[src/rtl/bt_pkg.sv]
package bt_pkg;

  // Sequencer phases
  typedef enum logic [1:0] {
    ST_OFF   = 2'd0,  // supply not valid, everything parked
    ST_PTEST = 2'd1,  // power-up retest pulse
    ST_WAIT  = 2'd2,  // idle gap between tests
    ST_ITEST = 2'd3   // scheduled test pulse
  } btState_t;

  // Strobes from control to datapath
  typedef struct packed {
    logic runPulse;  // advance the pulse counter, else hold it at zero
    logic runGap;    // advance the gap counter, else hold it at zero
    logic setWarn;   // raise the warning
    logic clrWarn;   // drop the warning
  } btStrobe_t;

endpackage

[src/rtl/bt_datapath.sv]
module bt_datapath
  import bt_pkg::*;
#(
  parameter int unsigned PULSE_CYCLES = 1000,
  parameter int unsigned GAP_CYCLES   = 1000
) (
  input  logic      clk,
  input  logic      rstN,
  input  btStrobe_t strobe,
  output logic      pulseLast,
  output logic      gapLast,
  output logic      warnActive
);

  localparam int unsigned PW = $clog2(PULSE_CYCLES + 1);
  localparam int unsigned GW = $clog2(GAP_CYCLES + 1);
  localparam logic [PW-1:0] PULSE_END = PW'(PULSE_CYCLES - 1);
  localparam logic [GW-1:0] GAP_END   = GW'(GAP_CYCLES - 1);

  logic [PW-1:0] pulseCnt;
  logic [GW-1:0] gapCnt;

  assign pulseLast = (pulseCnt == PULSE_END);
  assign gapLast   = (gapCnt == GAP_END);

  always_ff @(posedge clk or negedge rstN) begin
    if (!rstN) begin
      pulseCnt <= '0;
    end else if (!strobe.runPulse || pulseLast) begin
      pulseCnt <= '0;
    end else begin
      pulseCnt <= pulseCnt + 1'b1;
    end
  end

  always_ff @(posedge clk or negedge rstN) begin
    if (!rstN) begin
      gapCnt <= '0;
    end else if (!strobe.runGap || gapLast) begin
      gapCnt <= '0;
    end else begin
      gapCnt <= gapCnt + 1'b1;
    end
  end

  always_ff @(posedge clk or negedge rstN) begin
    if (!rstN) begin
      warnActive <= 1'b0;
    end else if (strobe.setWarn) begin
      warnActive <= 1'b1;
    end else if (strobe.clrWarn) begin
      warnActive <= 1'b0;
    end
  end


  warn_only_at_pulse_end_chk: assert property (@(posedge clk) disable iff (!rstN)
    !$stable(warnActive) |-> $past(pulseLast && strobe.runPulse));

endmodule

[src/rtl/bt_ctrl.sv]
module bt_ctrl
  import bt_pkg::*;
(
  input  logic      clk,
  input  logic      rstN,
  input  logic      supplyOk,
  input  logic      battAboveTrip,
  input  logic      pulseLast,
  input  logic      gapLast,
  input  logic      warnIn,
  output btStrobe_t strobe,
  output logic      testActive
);

  btState_t state, stateNxt;

  always_ff @(posedge clk or negedge rstN) begin
    if (!rstN) state <= ST_OFF;
    else       state <= stateNxt;
  end

  always_comb begin
    stateNxt = state;
    strobe   = '0;
    if (!supplyOk) begin
      stateNxt = ST_OFF;
    end else begin
      unique case (state)
        ST_OFF: stateNxt = ST_PTEST;
        ST_PTEST: begin
          strobe.runPulse = 1'b1;
          if (pulseLast) begin
            stateNxt       = ST_WAIT;
            strobe.setWarn = !battAboveTrip;
            strobe.clrWarn = battAboveTrip;
          end
        end
        ST_WAIT: begin
          strobe.runGap = 1'b1;
          if (gapLast) stateNxt = ST_ITEST;
        end
        ST_ITEST: begin
          strobe.runPulse = 1'b1;
          if (pulseLast) begin
            stateNxt       = ST_WAIT;
            strobe.setWarn = !battAboveTrip;
          end
        end
        default: stateNxt = ST_OFF;
      endcase
    end
  end

  assign testActive = (state == ST_PTEST) || (state == ST_ITEST);


  sched_no_clear_chk: assert property (@(posedge clk) disable iff (!rstN)
    (state == ST_ITEST) |=> !$fell(warnIn));


  retest_on_powerup_chk: assert property (@(posedge clk) disable iff (!rstN)
    $rose(supplyOk) |=> (state == ST_PTEST));

endmodule

[src/rtl/batt_test_seq.sv]
module batt_test_seq
  import bt_pkg::*;
#(
  parameter int unsigned INTERVAL_CYCLES = 86_400_000,
  parameter int unsigned PULSE_CYCLES    = 1000
) (
  input  logic clk,
  input  logic rstN,
  input  logic supplyOk,
  input  logic battAboveTrip,
  output logic loadEn,
  output logic battWarnN
);

  localparam int unsigned GAP_CYCLES = INTERVAL_CYCLES - PULSE_CYCLES;

  btStrobe_t strobe;
  logic      pulseLast;
  logic      gapLast;
  logic      warnActive;
  logic      testActive;

  bt_ctrl u_ctrl (
    .clk          (clk),
    .rstN         (rstN),
    .supplyOk     (supplyOk),
    .battAboveTrip(battAboveTrip),
    .pulseLast    (pulseLast),
    .gapLast      (gapLast),
    .warnIn       (warnActive),
    .strobe       (strobe),
    .testActive   (testActive)
  );

  bt_datapath #(
    .PULSE_CYCLES(PULSE_CYCLES),
    .GAP_CYCLES  (GAP_CYCLES)
  ) u_dp (
    .clk       (clk),
    .rstN      (rstN),
    .strobe    (strobe),
    .pulseLast (pulseLast),
    .gapLast   (gapLast),
    .warnActive(warnActive)
  );

  // Load disconnects the moment the supply is lost
  assign loadEn    = testActive && supplyOk;
  assign battWarnN = !warnActive;


  no_load_after_fail_chk: assert property (@(posedge clk) disable iff (!rstN)
    !supplyOk |=> !loadEn);


  warn_kept_unpowered_chk: assert property (@(posedge clk) disable iff (!rstN)
    (!supplyOk && !$past(supplyOk)) |-> $stable(battWarnN));

endmodule

[config.mk]
export PLATFORM = sky130hd
export DESIGN_NAME = batt_test_seq
export DESIGN_NICKNAME = d
export VERILOG_FILES = /design/src/rtl/bt_pkg.sv /design/src/rtl/bt_datapath.sv /design/src/rtl/bt_ctrl.sv /design/src/rtl/batt_test_seq.sv
export SDC_FILE = /design/constraint.sdc
export NUM_CORES = 1
export LEC_CHECK = 0
export CAP_MARGIN = 5
export CORE_UTILIZATION = 50
export DETAILED_ROUTE_END_ITERATION = 12
export PLACE_DENSITY = 0.75
export SETUP_SLACK_MARGIN = 0.3
export SYNTH_ARGS = -nofsm -noshare
export SYNTH_HDL_FRONTEND = slang
export SYNTH_HIERARCHICAL = 1
export SYNTH_SLANG_ARGS = --single-unit
[constraint.sdc]
create_clock -name clk -period 1.9 [get_ports clk]
set_input_delay 0.57 -clock clk [delete_from_list [all_inputs] [get_ports clk]]
set_output_delay 0.57 -clock clk [all_outputs]
set_load 0.005 [all_outputs]
==> reports/metrics.cfg <==
[outcome]
status=finished, final reports clean

[global_routing]
grt-ovfl-total=0
grt_pass1_wl_mm=7.43
first_global_vias=1643
grt_max_degree=28
antenna_found_initial=0
grt_usage=0.228

[route]
drtAntennaViolNets=0
firstDrtPassIters=4
vias=1773
viasPerCell=5.72
wl_per_cell_um=15.0
drc_errors=0
drt-initial-drc-count=145
routed_wl_mm=4.66

[clock_tree]
cts_tree=built
ctsLongestPathBuffers=2
insertion_delay_ns=0.30
cts_htree_levels=2
numClockSinks=40
ctsHoldBuffers=0
clk_pin_slew_ns=0.08
cts-root-buf=clkbuf_8
cts_buffers=5

[logic_synthesis]
synth.avg_cell_area_sq_um=9.65
synth-seq-cells=40
synth-compound-area-share=0.0901
synth_cells=213
synth.distinct_cells=36
synthSimpleGateAreaFrac=0.290
muxShareOfSynthArea=0
ys_warn_count=6
syn_nets=219
synthAdderAreaFrac=0.0122
synth_area_sq_um=2050
yosysSeqAreaShare=0.487
synth_top_family_by_area=simple AND/OR/NAND/NOR gates
synth_xor_xnor_area_share=0.0938

[flow_run]
drv_cap=0

[setup_path]
cpLargestDelayFamily=simple AND/OR/NAND/NOR gates
crit_chain=nor4b_1 -> nand4_1 -> o41ai_4 -> buf_12 -> nor2_1
start_kind=flip-flop
arrival_ns=1.99
cp_slowest_cell=dfrtp_2
path_class=reg2reg
critical_path.max_fanout=27
end_kind=flip-flop
worstPathRequired_ns=2.08
max_stage_delay_ns=0.45
worst-path-buf-inv=1

[cells_and_area]
final_cell_mix=buf_4, dfrtp_1, nor2_1, nand2_1, xor2_1
num-nets-final=268
drive_gt1_frac=0.351
layout_commonest_cell=buf_4
syn2layout_area_growth_pct=31.7
fin_util=0.712
antenna_cells=0

[placement]
pre_cts_ws_ns=-0.312
gp_congestion=0.830
io_buffers=5
hpwlAfterDp_mm=2.89

[timing]
relSlewSlack=0.683
layout_min_cycle_time_ns=1.81
setup_viol=0
rsz0062_at_grt=yes
clock_skew_ns=0.00454
slew_viol_final=0
hold_viol=0
holdWs_ns=0.202
min_period_over_period=0.954
tightest_slew_ns=0.472
setup_ws_ns=0.0883
fmax_ghz=0.552

[power_and_ir_drop]
p_leak_nw=1.07
max-vdd-ir-drop_uv=460
powerDensity_nw_per_um2=564
total_power_mw=1.53

[die]
dieHeight_um=66.1
start_util=0.541
core_area_sq_um=3800
io_pins=6
num_rows=22
fp.dieW_um=66.1
die-area_sq_um=4370

[hold_path]
hold_class=in2async

synth_stat cells:
library cell / instances / area share
nand4_2: 1 / 0.0061
a21oi_1: 10 / 0.024
nor2_1: 30 / 0.055
nor3b_1: 2 / 0.0073
a21oi_2: 1 / 0.0043
or3_1: 7 / 0.021
or4_1: 4 / 0.015
a21boi_0: 1 / 0.0037
buf_2: 2 / 0.0049
nor4b_1: 3 / 0.013
inv_1: 6 / 0.011
o21ai_0: 6 / 0.015
nand2_1: 14 / 0.026
xnor2_1: 10 / 0.043
nor3_1: 5 / 0.012
or2_2: 1 / 0.0030
or4_4: 2 / 0.011
xor2_1: 12 / 0.051
clkbuf_1: 6 / 0.011
o31ai_1: 4 / 0.015
nand4b_1: 1 / 0.0043
dfrtp_1: 40 / 0.49
o311a_1: 1 / 0.0049
nand3_1: 11 / 0.027
nor4_1: 4 / 0.012
o41ai_1: 1 / 0.0043
nand3_2: 2 / 0.0097
and3_1: 2 / 0.0061
ha_1: 2 / 0.012
and4_1: 3 / 0.013
a21o_1: 1 / 0.0037
o41ai_4: 1 / 0.013
and2_1: 4 / 0.012
nand4_1: 11 / 0.033
o21ai_1: 1 / 0.0024
and2_2: 1 / 0.0037
final cells by class:
| type | instances | area, sq um |
|---|---|---|
| Clock buffer | 7 | 96.3 |
| Fill cell | 264 | 1090 |
| Inverter | 6 | 22.5 |
| Multi-Input combinational cell | 159 | 1110 |
| Sequential cell | 40 | 1010 |
| Tap cell | 48 | 60.1 |
| Timing Repair Buffer | 50 | 404 |
flip-flops by register name, summed over array words and instances, names as in the netlist:
register and cells:
u_dp/pulseCnt 10, u_ctrl/state 2, u_dp/warnActive 1, u_dp/gapCnt 27
cells by family after synthesis:
family / Yosys count
adders and majority gates: 2
AOI/OAI and AO/OA: 27
buffers and inverters: 14
xor gates and xnor gates: 22
DFF: 40
and+or+nand+nor: 108
report_power, final:
| group | internal [mW] | leakage, nW | switching, mW | total, mW |
|---|---|---|---|---|
| clock network | 0.324 | 0.0503 | 0.297 | 0.621 |
| logic | 0.0214 | 0.475 | 0.0278 | 0.0492 |
| registers | 0.854 | 0.541 | 0.00283 | 0.857 |
| total | 1.20 | 1.07 | 0.328 | 1.53 |
routing by layer:
metal | wire length [um] | track usage | vias up
met5 | 0 | 0 | -
met4 | 99 | 0.0771 | 0
met3 | 166 | 0.0552 | 15
met2 | 2190 | 0.380 | 38
met1 | 2210 | 0.287 | 865
li1 | - | - | 855
worst paths after layout:
check / start / endpoint / slack [ns] / cells after the start
min in group clk: u_dp/warnActive / u_dp/warnActive / 0.50 / 1
max in group asynchronous: rstN / u_dp/gapCnt[8] / 1.22 / 2
worst min register to register: u_dp/warnActive / u_dp/warnActive / 0.50 / 1
worst max-delay path: u_dp/gapCnt[9] / u_dp/gapCnt[5] / 0.09 / 5
worst min-delay path: rstN / u_dp/warnActive / 0.20 / 1
worst max register to register: u_dp/gapCnt[9] / u_dp/gapCnt[5] / 0.09 / 5
stage by stage:
| step | instance area (sq um) | TNS (ns) | instances |
|---|---|---|---|
| global placement | 2330 | -0.572 | 279 |
| floorplan | 2090 | 0 | 213 |
| finish | 2710 | 0 | 310 |
| detailed placement | 2330 | -2.75 | 279 |
| CTS | 2530 | 0 | 295 |
| global route | 2710 | 0 | 310 |
what timing repair did:
action / in CTS / in global routing
buffers inserted: 9 / 15
endpoints found under the hold margin: 0 / 0
pin swaps: 6 / 7
endpoints found under the setup margin: 31 / 30
gates resized for setup: 18 / 20
Power figures use the tool's default switching activity.
